File: config.mk
export PLATFORM = sky130hd
export DESIGN_NAME = stride_stream_table
export DESIGN_NICKNAME = d
export VERILOG_FILES = /design/src/rtl/sst_pkg.sv /design/src/rtl/sst_lru.sv /design/src/rtl/sst_table.sv /design/src/rtl/sst_burst.sv /design/src/rtl/sst_fifo.sv /design/src/rtl/stride_stream_table.sv
export SDC_FILE = /design/constraint.sdc
export NUM_CORES = 1
export LEC_CHECK = 0
export CORE_ASPECT_RATIO = 0.7
export CORE_MARGIN = 3
export CORE_UTILIZATION = 65
export CTS_BUF_LIST = sky130_fd_sc_hd__clkbuf_8
export DETAILED_ROUTE_END_ITERATION = 6
export DONT_BUFFER_PORTS = 1
export PLACE_DENSITY = 0.85
export SYNTH_ARGS = -nofsm -noshare
export SYNTH_HDL_FRONTEND = slang
export SYNTH_HIERARCHICAL = 1
export SYNTH_SLANG_ARGS = --single-unit
File: constraint.sdc
create_clock -name clk -period 8.15 [get_ports clk]
set_input_delay 0.4075 -clock clk [delete_from_list [all_inputs] [get_ports clk]]
set_output_delay 0.4075 -clock clk [all_outputs]
set_load 0.02 [all_outputs]
File: src/rtl/sst_pkg.sv
package sst_pkg;

   // What an accepted access does to the table
   typedef enum logic [1:0] {
      OP_IGNORE = 2'd0,
      OP_ALLOC  = 2'd1,
      OP_SAME   = 2'd2,
      OP_STEP   = 2'd3
   } sst_op_e;

   function automatic bit is_pow2(int v);
      return (v > 0) && ((v & (v - 1)) == 0);
   endfunction

endpackage

File: src/rtl/sst_lru.sv
module sst_lru #(
   parameter int WAYS = 2
) (
   input  logic                    clk,
   input  logic                    rst_n,
   input  logic                    touch,
   input  logic [$clog2(WAYS)-1:0] touch_way,
   input  logic [WAYS-1:0]         valid_vec,
   output logic [$clog2(WAYS)-1:0] victim
);
   localparam int WAY_W = $clog2(WAYS);
   localparam logic [WAY_W-1:0] OLDEST = WAY_W'(WAYS - 1);

   // Age rank per way: 0 is most recent, WAYS-1 is the replacement candidate
   logic [WAY_W-1:0] age [WAYS];
   logic [WAY_W-1:0] ref_age;
   logic [WAYS-1:0]  oldest;

   assign ref_age = age[touch_way];

   always_ff @(posedge clk) begin
      if (!rst_n) begin
         for (int w = 0; w < WAYS; w++) age[w] <= WAY_W'(w);
      end else if (touch) begin
         for (int w = 0; w < WAYS; w++) begin
            if (WAY_W'(w) == touch_way)  age[w] <= '0;
            else if (age[w] < ref_age)   age[w] <= age[w] + 1'b1;
         end
      end
   end

   always_comb begin
      for (int w = 0; w < WAYS; w++) oldest[w] = (age[w] == OLDEST);
   end

   // Invalid ways first (lowest index), otherwise the oldest way
   always_comb begin
      logic found;
      found  = 1'b0;
      victim = '0;
      for (int w = 0; w < WAYS; w++) begin
         if (!valid_vec[w] && !found) begin
            victim = WAY_W'(w);
            found  = 1'b1;
         end
      end
      if (!found) begin
         for (int w = 0; w < WAYS; w++) begin
            if (oldest[w]) victim = WAY_W'(w);
         end
      end
   end

   AST_LRU_SINGLE_OLDEST: assert property (@(posedge clk) disable iff (!rst_n)
      $countones(oldest) == 1);

endmodule

File: src/rtl/sst_table.sv
module sst_table
   import sst_pkg::*;
#(
   parameter int PC_W    = 32,
   parameter int ADDR_W  = 32,
   parameter int SETS    = 4,
   parameter int WAYS    = 2,
   parameter int CNT_W   = 2,
   parameter int THRESH  = 2,
   parameter int IDX_LSB = 2
) (
   input  logic              clk,
   input  logic              rst_n,
   input  logic              lk_en,
   input  logic              lk_pc_ok,
   input  logic [PC_W-1:0]   lk_pc,
   input  logic [ADDR_W-1:0] lk_addr,
   input  logic              lk_secure,
   output logic              lk_fire,
   output logic [ADDR_W-1:0] lk_delta,
   output logic              src_secure
);
   localparam int IDX_W   = $clog2(SETS);
   localparam int WAY_W   = $clog2(WAYS);
   localparam int CNT_MAX = (1 << CNT_W) - 1;

   logic [WAYS-1:0]   ent_valid [SETS];
   logic [WAYS-1:0]   ent_sec   [SETS];
   logic [PC_W-1:0]   ent_tag   [SETS][WAYS];
   logic [ADDR_W-1:0] ent_addr  [SETS][WAYS];
   logic [CNT_W-1:0]  ent_cnt   [SETS][WAYS];

   logic [IDX_W-1:0]  set_idx;
   logic [WAYS-1:0]   hit_vec;
   logic [WAY_W-1:0]  hit_way;
   logic [WAY_W-1:0]  wr_way;
   logic [WAY_W-1:0]  victim_w [SETS];
   logic [SETS-1:0]   set_touch;
   logic [ADDR_W-1:0] old_addr;
   logic [CNT_W-1:0]  old_cnt;
   logic [CNT_W-1:0]  cnt_new;
   sst_op_e           op;

   logic [IDX_W-1:0]  fire_set;
   logic [WAY_W-1:0]  fire_way;

   assign set_idx = lk_pc[IDX_LSB +: IDX_W];

   always_comb begin
      for (int w = 0; w < WAYS; w++)
         hit_vec[w] = ent_valid[set_idx][w] && (ent_tag[set_idx][w] == lk_pc);
   end

   always_comb begin
      hit_way = '0;
      for (int w = WAYS - 1; w >= 0; w--) begin
         if (hit_vec[w]) hit_way = WAY_W'(w);
      end
   end

   assign wr_way   = (hit_vec != '0) ? hit_way : victim_w[set_idx];
   assign old_addr = ent_addr[set_idx][hit_way];
   assign old_cnt  = ent_cnt[set_idx][hit_way];
   assign cnt_new  = (old_cnt == CNT_W'(CNT_MAX)) ? old_cnt : old_cnt + 1'b1;

   always_comb begin
      if (!lk_pc_ok)                op = OP_IGNORE;
      else if (hit_vec == '0)       op = OP_ALLOC;
      else if (old_addr == lk_addr) op = OP_SAME;
      else                          op = OP_STEP;
   end

   assign lk_fire  = lk_en && (op == OP_STEP) && (cnt_new >= CNT_W'(THRESH));
   assign lk_delta = lk_addr - old_addr;

   // One replacement tracker per set
   for (genvar s = 0; s < SETS; s++) begin : g_set
      assign set_touch[s] = lk_en && (op != OP_IGNORE) && (set_idx == IDX_W'(s));
      sst_lru #(.WAYS(WAYS)) u_lru (
         .clk       (clk),
         .rst_n     (rst_n),
         .touch     (set_touch[s]),
         .touch_way (wr_way),
         .valid_vec (ent_valid[s]),
         .victim    (victim_w[s])
      );
   end

   always_ff @(posedge clk) begin
      if (!rst_n) begin
         for (int s = 0; s < SETS; s++) begin
            ent_valid[s] <= '0;
            ent_sec[s]   <= '0;
            for (int w = 0; w < WAYS; w++) begin
               ent_tag[s][w]  <= '0;
               ent_addr[s][w] <= '0;
               ent_cnt[s][w]  <= '0;
            end
         end
      end else if (lk_en) begin
         case (op)
            OP_ALLOC: begin
               ent_valid[set_idx][wr_way] <= 1'b1;
               ent_sec[set_idx][wr_way]   <= lk_secure;
               ent_tag[set_idx][wr_way]   <= lk_pc;
               ent_addr[set_idx][wr_way]  <= lk_addr;
               ent_cnt[set_idx][wr_way]   <= '0;
            end
            OP_STEP: begin
               ent_sec[set_idx][wr_way]   <= lk_secure;
               ent_addr[set_idx][wr_way]  <= lk_addr;
               ent_cnt[set_idx][wr_way]   <= cnt_new;
            end
            default: ;
         endcase
      end
   end

   // The burst reads the secure bit of the entry that fired; accesses are
   // stalled for the whole burst, so that entry cannot change meanwhile.
   always_ff @(posedge clk) begin
      if (!rst_n) begin
         fire_set <= '0;
         fire_way <= '0;
      end else if (lk_fire) begin
         fire_set <= set_idx;
         fire_way <= wr_way;
      end
   end

   assign src_secure = ent_sec[fire_set][fire_way];

   AST_HIT_ONEHOT: assert property (@(posedge clk) disable iff (!rst_n)
      $onehot0(hit_vec));

   AST_ALLOC_QUIET: assert property (@(posedge clk) disable iff (!rst_n)
      (lk_en && lk_pc_ok && hit_vec == '0) |-> !lk_fire);

   AST_SAME_QUIET: assert property (@(posedge clk) disable iff (!rst_n)
      (lk_en && lk_pc_ok && hit_vec != '0 && old_addr == lk_addr) |-> !lk_fire);

   AST_ALLOC_THEN_HIT: assert property (@(posedge clk) disable iff (!rst_n)
      (lk_en && lk_pc_ok && hit_vec == '0) |=> (ent_valid[$past(set_idx)] != '0));

endmodule

File: src/rtl/sst_burst.sv
module sst_burst #(
   parameter int ADDR_W = 32,
   parameter int DIST   = 3
) (
   input  logic              clk,
   input  logic              rst_n,
   input  logic              load,
   input  logic [ADDR_W-1:0] load_base,
   input  logic [ADDR_W-1:0] load_delta,
   input  logic              full,
   output logic              push,
   output logic [ADDR_W-1:0] push_addr,
   output logic              busy
);
   localparam int REM_W = $clog2(DIST + 1);

   logic [ADDR_W-1:0] cur;
   logic [ADDR_W-1:0] step;
   logic [REM_W-1:0]  remain;

   assign busy      = (remain != '0);
   assign push      = busy && !full;
   assign push_addr = cur;

   always_ff @(posedge clk) begin
      if (!rst_n) begin
         cur    <= '0;
         step   <= '0;
         remain <= '0;
      end else if (load) begin
         cur    <= load_base + load_delta;
         step   <= load_delta;
         remain <= REM_W'(DIST);
      end else if (push) begin
         cur    <= cur + step;
         remain <= remain - 1'b1;
      end
   end

   AST_NO_LOAD_WHILE_BUSY: assert property (@(posedge clk) disable iff (!rst_n)
      busy |-> !load);

   AST_HOLD_WHEN_FULL: assert property (@(posedge clk) disable iff (!rst_n)
      (busy && full) |=> ($stable(cur) && busy));

endmodule

File: src/rtl/sst_fifo.sv
module sst_fifo #(
   parameter int WIDTH = 33,
   parameter int DEPTH = 2
) (
   input  logic             clk,
   input  logic             rst_n,
   input  logic             push,
   input  logic [WIDTH-1:0] din,
   input  logic             pop,
   output logic [WIDTH-1:0] dout,
   output logic             empty,
   output logic             full
);
   localparam int PTR_W = $clog2(DEPTH);

   logic [WIDTH-1:0] mem [DEPTH];
   logic [PTR_W-1:0] wr_ptr;
   logic [PTR_W-1:0] rd_ptr;
   logic [PTR_W:0]   count;

   assign empty = (count == '0);
   assign full  = (count == (PTR_W+1)'(DEPTH));
   assign dout  = mem[rd_ptr];

   always_ff @(posedge clk) begin
      if (!rst_n) begin
         wr_ptr <= '0;
         rd_ptr <= '0;
         count  <= '0;
         for (int i = 0; i < DEPTH; i++) mem[i] <= '0;
      end else begin
         if (push) begin
            mem[wr_ptr] <= din;
            wr_ptr      <= wr_ptr + 1'b1;
         end
         if (pop) rd_ptr <= rd_ptr + 1'b1;
         case ({push, pop})
            2'b10:   count <= count + 1'b1;
            2'b01:   count <= count - 1'b1;
            default: ;
         endcase
      end
   end

   AST_NO_OVERFLOW: assert property (@(posedge clk) disable iff (!rst_n)
      push |-> (count < (PTR_W+1)'(DEPTH)));

   AST_HEAD_HELD: assert property (@(posedge clk) disable iff (!rst_n)
      (!empty && !pop) |=> ($stable(dout) && !empty));

endmodule

File: src/rtl/stride_stream_table.sv
module stride_stream_table
   import sst_pkg::*;
#(
   parameter int PC_W       = 32,
   parameter int ADDR_W     = 32,
   parameter int SETS       = 4,
   parameter int WAYS       = 2,
   parameter int CNT_W      = 2,
   parameter int THRESH     = 2,
   parameter int DIST       = 3,
   parameter int FIFO_DEPTH = 2,
   parameter int IDX_LSB    = 2
) (
   input  logic              clk,
   input  logic              rst_n,
   input  logic              acc_valid,
   output logic              acc_ready,
   input  logic              acc_pc_ok,
   input  logic [PC_W-1:0]   acc_pc,
   input  logic [ADDR_W-1:0] acc_addr,
   input  logic              acc_secure,
   output logic              pf_valid,
   input  logic              pf_ready,
   output logic [ADDR_W-1:0] pf_addr,
   output logic              pf_secure
);
   localparam int IDX_W  = $clog2(SETS);
   localparam int FIFO_W = ADDR_W + 1;

   // Elaboration-time parameter checks
   if (!is_pow2(SETS) || SETS < 2) begin : g_bad_sets
      $error("SETS must be a power of two, at least 2");
   end
   if (!is_pow2(WAYS) || WAYS < 2) begin : g_bad_ways
      $error("WAYS must be a power of two, at least 2");
   end
   if (!is_pow2(FIFO_DEPTH) || FIFO_DEPTH < 2) begin : g_bad_depth
      $error("FIFO_DEPTH must be a power of two, at least 2");
   end
   if (THRESH < 1 || THRESH > (1 << CNT_W) - 1) begin : g_bad_thresh
      $error("THRESH must lie between 1 and the counter maximum");
   end
   if (DIST < 1) begin : g_bad_dist
      $error("DIST must be at least 1");
   end
   if (IDX_LSB + IDX_W > PC_W) begin : g_bad_idx
      $error("set index field exceeds the program counter width");
   end

   logic              acc_take;
   logic              tbl_fire;
   logic [ADDR_W-1:0] tbl_delta;
   logic              tbl_secure;
   logic              bst_push;
   logic [ADDR_W-1:0] bst_addr;
   logic              bst_busy;
   logic              fifo_full;
   logic              fifo_empty;
   logic [FIFO_W-1:0] fifo_dout;

   assign acc_ready = !bst_busy;
   assign acc_take  = acc_valid && acc_ready;

   sst_table #(
      .PC_W(PC_W), .ADDR_W(ADDR_W), .SETS(SETS), .WAYS(WAYS),
      .CNT_W(CNT_W), .THRESH(THRESH), .IDX_LSB(IDX_LSB)
   ) u_table (
      .clk        (clk),
      .rst_n      (rst_n),
      .lk_en      (acc_take),
      .lk_pc_ok   (acc_pc_ok),
      .lk_pc      (acc_pc),
      .lk_addr    (acc_addr),
      .lk_secure  (acc_secure),
      .lk_fire    (tbl_fire),
      .lk_delta   (tbl_delta),
      .src_secure (tbl_secure)
   );

   sst_burst #(.ADDR_W(ADDR_W), .DIST(DIST)) u_burst (
      .clk        (clk),
      .rst_n      (rst_n),
      .load       (tbl_fire),
      .load_base  (acc_addr),
      .load_delta (tbl_delta),
      .full       (fifo_full),
      .push       (bst_push),
      .push_addr  (bst_addr),
      .busy       (bst_busy)
   );

   sst_fifo #(.WIDTH(FIFO_W), .DEPTH(FIFO_DEPTH)) u_fifo (
      .clk   (clk),
      .rst_n (rst_n),
      .push  (bst_push),
      .din   ({tbl_secure, bst_addr}),
      .pop   (pf_valid && pf_ready),
      .dout  (fifo_dout),
      .empty (fifo_empty),
      .full  (fifo_full)
   );

   assign pf_valid  = !fifo_empty;
   assign pf_addr   = fifo_dout[ADDR_W-1:0];
   assign pf_secure = fifo_dout[ADDR_W];

   AST_IGNORE_NO_BURST: assert property (@(posedge clk) disable iff (!rst_n)
      (acc_take && !acc_pc_ok) |=> !bst_busy);

   AST_FIRE_STALLS: assert property (@(posedge clk) disable iff (!rst_n)
      (acc_take && tbl_fire) |=> !acc_ready);

endmodule

After elaboration in Yosys (flattened, before gate mapping)
Memories as Yosys holds them, arrays and structs flattened. A register that Yosys moved wholly into a read port is not among the register bits.
Index checks and enable logic that the tools add are counted.
{ "totals": {"register_bits": 73, "ramBits": 618, "inputBits": 70, "out_inout_bits": 35, "word_cells": 434, "n_memories": 10} }
{ "mem_list": {"columns": ["name", "words", "word_bits", "rd", "rd_clocked_by_memory_dff", "wr", "line", "rtl"], "rows": [
  ["u_table.ent_addr", 4, 64, 1, 0, 4, "sst_table.sv:30", "logic [ADDR_W-1:0] ent_addr [SETS][WAYS];"],
  ["u_table.ent_tag", 4, 64, 1, 0, 4, "sst_table.sv:29", "logic [PC_W-1:0] ent_tag [SETS][WAYS];"],
  ["u_fifo.mem", 2, 33, 1, 1, 2, "sst_fifo.sv:16", "logic [WIDTH-1:0] mem [DEPTH];"],
  ["u_table.ent_cnt", 4, 4, 1, 0, 4, "sst_table.sv:31", "logic [CNT_W-1:0] ent_cnt [SETS][WAYS];"],
  ["u_table.ent_sec", 4, 2, 1, 1, 4, "sst_table.sv:28", "logic [WAYS-1:0] ent_sec [SETS];"],
  ["u_table.ent_valid", 4, 2, 5, 0, 4, "sst_table.sv:27", "logic [WAYS-1:0] ent_valid [SETS];"],
  ["4 more memories", null, null, null, null, null, null, null]
]} }
{ "classes": {"n_addsub": 17, "order_cmp": 16, "eq_ne": 12, "mux": 243, "bitwise_logic": 89, "n_reduce_logical": 39} }
{ "op_table": {"columns": ["op", "n"], "rows": [
  ["64-bit two-way mux", 6],
  ["1-bit two-way mux", 199],
  ["32-bit two-way mux", 6],
  ["64-bit OR reduction", 2],
  ["32-bit == test", 3],
  ["1-bit bitwise OR", 86],
  ["32-bit adder", 2],
  ["2-bit two-way mux", 22],
  ["33-bit two-way mux", 1],
  ["33-bit OR reduction", 1],
  ["32-bit demux with 1-bit select", 1],
  ["32-bit subtractor", 1],
  ["1-bit logical AND", 18],
  ["4-bit two-way mux", 4],
  ["2-bit == test, second input constant", 6],
  ["1-bit adder, second input constant", 10],
  ["2-bit nonzero test", 5],
  ["1-bit less-than comparator", 8],
  ["1-bit logical NOT", 7],
  ["2-bit by 1-bit == test with 1-bit output, second input constant", 3],
  ["2-bit >= comparator, second input constant", 3],
  ["2-bit logical NOT", 3],
  ["2-bit by 1-bit adder with 2-bit output, second input constant", 2],
  ["1-bit by 2-bit less-than comparator with 1-bit output, second input constant", 2],
  ["other kinds (12)", 15]
]} }

Logic depth before layout (Yosys ltp)
Gate-level depths: netlist of run 1.
An unclocked memory read counts as a cell.
{ "logic_depth": {"word_depth": 21, "ltp_mapped": 35, "ltp_nobuf": 29} }

Hierarchy
Netlist of run 1, hierarchy kept.
{ "by_module_without_submodules": {"columns": ["mod", "instances", "cells_per_inst", "area_each_um2", "seq_area_each_um2"], "rows": [
  ["sst_table", 1, 1893, 27069.7, 16435.8],
  ["sst_burst", 1, 747, 5893.2, 1321.3],
  ["sst_fifo", 1, 237, 3012.9, 2082.0],
  ["sst_lru", 4, 13, 123.9, 60.1],
  ["stride_stream_table", 1, 4, 20.0, 0.0]
]} }

Worst setup path before layout of run 1
No wires, ideal clock.
{ "synth_timing": {"path_type": "input -> register", "from": "input acc_pc[2]", "to": "memory u_table/ent_addr[0][0] in the netlist's numbering (enable)", "setup_ns": 0.472, "arrival_time_ns": 6.942, "t_required_ns": 7.678, "path_slack_ns": 0.735, "path_stages": 20, "n_path_buf": 4, "cell_sequence": "buf_6 > buf_6 > mux4_2 > xnor2_1 > nand4_1 > or4_1 > or3_1 > nor2b_1 > clkbuf_1 > buf_2 > mux2i_1 > ha_1 > and3_1 > nand2_1 > nor3_1 > nand4_1 > inv_1 > a21oi_1 > nand2_1 > o21ai_0"} }
{ "synth_lines": {"columns": ["item", "line", "rtl"], "rows": [
  ["from (decl)", "stride_stream_table.sv:19", "input logic [PC_W-1:0] acc_pc,"],
  ["to (decl)", "sst_table.sv:30", null]
]} }

Worst setup path in the final report of run 1
{ "layout_timing": {"from": "memory u_table/ent_tag[2][22] in the netlist's numbering", "to": "register u_burst.cur[25] (netlist: u_burst/push_addr[25])"} }
{ "layout_between": {"word_cells_on_any_way": 28, "classes_between": "3 x add/sub; 1 x order compare; 4 x eq/ne; 13 x mux; 1 x bitwise; 5 x reduce/logical; 1 x memory"} }
{ "layout_lines": {"columns": ["item", "line", "rtl"], "rows": [
  ["from (decl)", "sst_table.sv:29", null],
  ["memory read 4 x 64 bit", null, null],
  ["32-bit == test", "sst_table.sv:51", "hit_vec[w] = ent_valid[set_idx][w] && (ent_tag[set_idx][w] == lk_pc);"],
  ["1-bit logical AND", "sst_table.sv:51", null],
  ["1-bit two-way mux (2 in series)", "sst_table.sv:57", "if (hit_vec[w]) hit_way = WAY_W'(w);"],
  ["1-bit NOT with 2-bit output (not written as such)", "sst_table.sv:62", "assign old_addr = ent_addr[set_idx][hit_way];"],
  ["32-bit two-way mux (not written as such) (3 in series)", "sst_table.sv:62", null],
  ["32-bit subtractor", "sst_table.sv:74", "assign lk_delta = lk_addr - old_addr;"],
  ["via tbl_delta[10]", "stride_stream_table.sv:52", "logic [ADDR_W-1:0] tbl_delta;"],
  ["32-bit adder", "sst_burst.sv:31", "cur <= load_base + load_delta;"],
  ["32-bit two-way mux", "sst_burst.sv:30", "end else if (load) begin"],
  ["to (signal assigned)", "sst_burst.sv:31", null],
  ["to (signal assigned)", "sst_burst.sv:35", "cur <= cur + step;"],
  ["to (decl)", "sst_burst.sv:17", "logic [ADDR_W-1:0] cur;"]
]} }
The timed path passes the listed nets, and every way through them passes these cells. The select of a mux whose other input is x is not followed.
A chain may end at the register's enable or synchronous reset.

==> results of run 1 <==
-- logic make-up after synthesis --
family / synth area share, %
xor+xnor: 3.432
flops: 55.02
fa+ha+maj: 3.422
other cells: 0.01028
buf+inv: 3.117
mux: 11.30
compound gates: 7.886
simple gates: 15.81
-- critical path: stages, from the launching register on --
cell and delay (ns):
edfxtp_1 0.37, mux4_2 0.48, xnor2_1 0.33, nand4_1 0.15, or4_1 0.67, or3_1 0.45, nor2b_4 0.17, buf_4 0.52
mux2i_1 0.27, ha_1 0.32, a21o_1 0.21, a21oi_1 0.28, o211ai_1 0.19, a31o_2 0.27, a21oi_1 0.18, xnor2_1 0.22
ha_1 0.39, and4_1 0.22, a221oi_1 0.45, a21boi_0 0.24, o21a_1 0.31, and4_1 0.28, a311o_1 0.39, xnor2_1 0.17
o22ai_1 0.11
-- cell type report --
class / count / area (µm²)
Sequential cell: 694 / 20080
Multi-Input combinational cell: 1986 / 15440
Fill cell: 3492 / 15190
Clock buffer: 102 / 1404
Timing Repair Buffer: 108 / 993.5
Tap cell: 730 / 913.4
Clock inverter: 83 / 409.1
Inverter: 54 / 203.9
Antenna cell: 2 / 5.005
-- layer usage --
layer | vias up | global-route usage (%) | part of all wire (%)
met4 | 0 | 9.586 | 2.4
met1 | 12580 | 50.13 | 39
met5 | - | 0 | 0
met2 | 1838 | 48.83 | 43
li1 | 11040 | - | -
met3 | 204 | 13.91 | 16
-- registers in the layout, indices dropped and copies added (netlist names), named ones only --
signal,count
u_table/fire_way,1
u_table/ent_cnt,16
u_table/ent_valid,8
u_fifo/count,2
u_burst/remain,2
u_table/ent_addr,256
u_burst/push_addr,32
u_fifo/mem,66
u_fifo/rd_ptr,1
u_table/ent_sec,8
u_fifo/wr_ptr,1
u_table/g_set.u_lru/age,8
u_table/ent_tag,256
u_table/fire_set,2
u_burst/step,32
-- repair_timing --
item	in CTS	in global routing
buffers inserted	0	0
endpoints found under the hold margin	601	0
endpoints found under the setup margin	0	0
hold buffers	66	0
-- path summary, 6_finish.rpt --
path                                end  slack (ns)  depth (start not counted)
setup / recovery  u_burst/push_addr[25]        0.34                         24
hold / removal    u_table/ent_sec[1][1]        0.05                          2
setup reg to reg  u_burst/push_addr[25]        0.34                         24
hold reg to reg     u_table/fire_set[1]        0.47                          2
-- placed cells by master, fill, tap and decap left out, types with 34 or more instances in the layout --
| master | n |
|---|---|
| edfxtp_1 | 618 |
| and3_1 | 254 |
| and2_1 | 251 |
| nor2_1 | 196 |
| nand2_1 | 151 |
| mux4_2 | 126 |
| xnor2_1 | 109 |
| clkbuf_8 | 102 |
| a21oi_1 | 100 |
| ha_1 | 95 |
| mux2i_1 | 88 |
| inv_1 | 87 |
| dfxtp_1 | 76 |
| o21ai_0 | 73 |
| dlygate4sd3_1 | 65 |
| nor3_1 | 52 |
| a21o_1 | 49 |
| buf_4 | 42 |
| nand4_1 | 36 |
| mux2_2 | 36 |
| xor2_1 | 34 |
-- metrics by stage --
| step | hold WS (ns) | cell area [µm²] | utilization (%) | std cells |
|---|---|---|---|---|
| after floorplan | 0.4357 | 36520 | - | 2940 |
| after global placement | 0.4489 | 36950 | 67.64 | 3506 |
| after detailed placement | 0.4575 | 36950 | 67.64 | 3506 |
| after CTS | 0.001144 | 39440 | 72.20 | 3757 |
| after global routing | 0.02696 | 39450 | 72.20 | 3758 |
| final | 0.04982 | 39450 | 72.20 | 3759 |
-- power by group --
group	switching (mW)	leakage [nW]	total (mW)	internal [mW]
clock	1.39	1.07	2.60	1.21
sequential	0.0812	7.00	4.20	4.12
combinational	1.25	7.33	1.92	0.678
total	2.72	15.4	8.72	6.01
==> run metrics, run 1 <==
CP Launch Type=flop; dpl hpwl=62930 µm; IO Port Bufs=0; Post-DRT Antenna Nets=0; TritonCTS Sinks=694; GRT overflow=0; I/O pin count=105; Total GRT Usage=34.65%; Total Power=8.723 mW; Residual DRC=0; period utilisation layout=95.77%; Place WS=0.4291 ns; top-count cell post-synth=edfxtp_1; sequential element share of the synthesized area=55.02%; setup ws final=0.3447 ns; Setup TNS=0 ns; Post-synth EDFFs=618; Die Footprint=59070 µm²; antenna violations before repair=4; beginning of the worst hold path=acc_secure; number of global-route vias before repair=24.98k; gp weighted congestion=0.9551; CP arrival=8.40 ns; Cell Area, Synth=36490 µm²; CP Class=flop to flop; final hold violations=0; Nets=3114; Rel. slew slack=18.66%; DRT Pass-1 Iters=6; PostCTS Resize Cnt=0; worst clock skew=0.04368 ns; final setup violation count=0; post-synth top area share=50.86%; Synth top cells by count=edfxtp_1 (618), and3_1 (254), and2_1 (252); Least-Margin Pin Slew=1.220 ns; Worst EP required=8.74 ns; static leakage=15.39 nW; Rows=71; max capacitance violation total=0; syn_area_per_cell=12.44 µm²; CTS buffer count=102; Core Footprint=54630 µm²; Min Clock Period, post-route=7.805 ns; Routed WL=101400 µm; clk slew on worst S/H paths=0.07 ns; CTS Buffer Depth=3; H-tree depth=3; Synth warnings=6; Area Growth Syn to Fin=8.102%; Peak VDD IR=0.0001803 V; total number of vias=25.66k; synthesized instance count=2933; TritonCTS clock tree=done; cell taking the most area after synthesis=edfxtp_1; Max Slew Vio Count=0; f_max=128.1 MHz; 1st-iter DRT viols=3836; CP max FO=29; type of destination of the critical path=flop; routed len/inst=26.98 µm; synth top area cells=edfxtp_1 (51%), mux4_2 (7.8%), and3_1 (4.4%); drt via density=6.826; HP Class=primary input to flop; global-route wire length before repair=152900 µm; CP startpoint=u_table/ent_tag[2][22]; async set-or-reset flop fraction in the synthesized netlist=0%; RR Startpoint=u_table/ent_tag[2][22]; initial core utilization=66.79%; ratio of total power to cell area=221.1 nW/µm²; die height=204.2 µm; top_reg_cell synth=edfxtp_1; Skew-Pair Late Insertion Delay=0.74 ns; status=finished, final reports clean; Netlist cell types=93; fraction of layout cells with a size suffix above 1=12.32%; FF+latch count, synth=694; largest net degree at the start of global routing=152; chip width=289.2 µm; Root Buffer Master=clkbuf_8; RSZ-0062 raised after global routing=no
No activity file was read; power rests on OpenSTA's default activity.
==> run 2: changes to the inputs <==
--- a/config.mk
+++ b/config.mk
@@ -5,7 +5,7 @@
 export SDC_FILE = /design/constraint.sdc
 export NUM_CORES = 1
 export LEC_CHECK = 0
-export CORE_ASPECT_RATIO = 0.7
+export CORE_ASPECT_RATIO = 2
 export CORE_MARGIN = 3
 export CORE_UTILIZATION = 65
 export CTS_BUF_LIST = sky130_fd_sc_hd__clkbuf_8
==> run 2 against run 1 <==
Flip-flop and latch count unchanged. Clock skew down 0.0069 ns. Die area up 0.21%. Critical endpoint is now u_burst/push_addr[31]. Critical path depth up 5. Utilization about the same. Final cell count up 0.96%. Largest power group unchanged. Sequential power about the same.
==> run metrics, run 2 (synthesized netlist as in run 1, its figures left out) <==
status=finished, final reports clean; Sw Share=29.56% (-1.6 points); Core Footprint=55410 µm² (+1.4%); Routed WL=103400 µm (+2.0%); Die Footprint=59190 µm² (+0.21%); global-route wire length before repair=155900 µm (+2.0%); CP Launch Type=flop; most used cell, CP=a21oi_1; clk slew on worst S/H paths=0.07 ns (about the same); CP arrival=8.34 ns (-0.06 ns); Rel. slew slack=18.63% (-0.030 points); Least-Margin Pin Slew=1.221 ns (+0.0004538 ns); Largest regs=u_table/ent_addr x256, u_table/ent_tag x256, u_fifo/mem x66; RR Startpoint=u_table/ent_tag[0][12]; Setup TNS=0 ns (unchanged); Skew-Pair Late Insertion Delay=0.71 ns (-0.03 ns); Internal=6.381 mW (+6.2%); Place WS=0.2273 ns (-0.2018 ns); CP Class=flop to flop; Total GRT Usage=34.94% (+0.29 points); Min Clock Period, post-route=7.756 ns (-0.04920 ns); chip width=173.5 µm (-40%); gp weighted congestion=0.9851 (+3.1%); routed len/inst=27.25 µm (+1.0%); Residual DRC=0 (unchanged); RSZ-0062 raised after global routing=no; IO Port Bufs=0 (unchanged); NetSw=2.679 mW (-1.4%); worst clock skew=0.03680 ns (-0.006877 ns); HP Class=primary input to flop; type of destination of the critical path=flop; Clk pwr share=31.9% (+2.1 points); R2R setup slack=0.39 ns (+0.05 ns); max capacitance violation total=0 (unchanged); total number of vias=25.45k (-0.81%); Layout Utilization=72.17% (about the same); DRT Pass-1 Iters=7 (+1); Peak VDD IR=0.0001835 V (+1.8%); worst reg2reg path endpoint=u_burst/push_addr[31]; Nets=3138 (+0.77%); Reg2Reg Depth=29 (+21%); CP max stage delay=0.65 ns (-0.02 ns); f_max=128.9 MHz (+0.63%); CTS Buffer Depth=3 (unchanged); WHS Endpoint=u_burst/push_addr[25]; number of global-route vias before repair=26.64k (+6.7%); GRT overflow=0 (unchanged); WHS Path Cells=2 (unchanged); static leakage=15.62 nW (+1.5%); largest net degree at the start of global routing=152 (unchanged); Rows=122 (+72%); Crit-path slowest cell=or4_1; Post-DRT Antenna Nets=0 (unchanged); Max Slew Vio Count=0 (unchanged); ratio of total power to cell area=226.6 nW/µm² (+2.5%); commonest non-fill, non-tap cell in the layout=edfxtp_1; beginning of the worst hold path=rst_n; period utilisation layout=95.17% (-0.60 points); most frequent cells in the layout=edfxtp_1 (618), and3_1 (254), and2_1 (251), nor2_1 (196), nand2_1 (151); TritonCTS clock tree=done; Root Buffer Master=clkbuf_8; 1st-iter DRT viols=2310 (-40%); number of fill cells=3574 (+2.3%); Area Growth Syn to Fin=9.584%; Comb power frac=21.8% (-0.3 points); Worst EP required=8.73 ns (about the same); H-tree depth=3 (unchanged); die height=341.1 µm (+67%); final hold violations=0 (unchanged); worst hold slack=0.05821 ns (+0.008390 ns); fraction of layout cells with a size suffix above 1=13.94% (+1.6 points); antenna violations before repair=3 (-1); CTS buffer count=94 (-7.8%); dpl hpwl=65370 µm (+3.9%); I/O pin count=105 (unchanged); sequential cell fraction of total power=46.3% (-1.9 points); drt via density=6.707 (-1.8%); CP max FO=4 (-86%); TritonCTS Sinks=694 (unchanged); initial core utilization=65.86% (-0.94 points); setup ws final=0.3939 ns (+0.04921 ns); final setup violation count=0 (unchanged)
## run 2: cell types whose count changed in the layout (fill, tap and decap cells not counted), moves of 3 or more
cell,delta
buf_4,+30
bufinv_16,+11
clkinv_1,-12
clkinv_2,+7
clkinvlp_4,+3
inv_1,-15
## run 2: critical path, delay by kind of cell (launching register included)
family | cells | cell delay [ns]
muxes | 3 | 1.12
AOI/OAI and AO/OA | 12 | 2.53
buffers and inverters | 1 | 0.08
DFF | 1 | 0.42
xor gates and xnor gates | 2 | 0.39
and+or+nand+nor | 8 | 2.32
adders and majority gates | 3 | 0.77
## run 2: cell type report
cell class	instances	area (µm²)	share of cell area (%)
inverter	54	203.9	0.5100
antenna	2	5.005	0.01252
timing repair buffer	140	1259	3.148
clock buffer	102	1404	3.511
clock inverter	73	638.1	1.596
sequential	694	20080	50.21
tap	744	930.9	2.328
multi-input combinational	1986	15470	38.68
## run 2: per-stage QoR
stage	cell area (µm²)	power, mW	cells
2_1_floorplan	36520	5.680	2940
3_5_place_dp	37230	6.130	3550
5_1_grt	39990	9.401	3794
3_3_place_gp	37230	6.072	3550
4_1_cts	39950	9.042	3791
6_report	39990	9.060	3795
## run 2: how the worst max path moves through the flow
| stage | startpoint | end | slack [ns] | depth (start not counted) |
|---|---|---|---|---|
| after CTS | u_table/ent_tag[3][1] | u_burst/push_addr[24] | 0.46 | 27 |
| after global placement | acc_pc[2] | u_burst/push_addr[24] | 0.33 | 27 |
| after global routing | u_table/ent_tag[0][12] | u_burst/push_addr[26] | 0.03 | 30 |
| final | u_table/ent_tag[0][12] | u_burst/push_addr[31] | 0.39 | 29 |
| after floorplan | acc_pc[2] | u_table/ent_addr[0][0] | 0.74 | 20 |
| after detailed placement | acc_pc[2] | u_burst/push_addr[24] | 0.23 | 27 |
## run 2: per-layer routing
| layer | GRT usage, % | share of wire [%] | vias up |
|---|---|---|---|
| met5 | 0 | 0.013 | - |
| met2 | 62.68 | 52 | 1496 |
| met4 | 30.55 | 11 | 2 |
| li1 | - | - | 11070 |
| met3 | 6.513 | 7.5 | 502 |
| met1 | 33.84 | 30 | 12390 |
## run 2: repair_timing
action / CTS / global route
hold buffers: 66 / 0
gates resized for setup: 0 / 2
setup endpoints to repair: 0 / 6
setup buffers: 0 / 2
hold endpoints to repair: 602 / 0
## run 2: power groups by stage
stage | sequential [mW] | combinational, mW | clock, mW
after detailed placement | 4.27 | 1.86 | 0
after global routing | 4.21 | 2.12 | 3.07
final | 4.19 | 1.97 | 2.89
after floorplan | 4.24 | 1.44 | 0
after CTS | 4.19 | 1.94 | 2.91
after global placement | 4.25 | 1.82 | 0
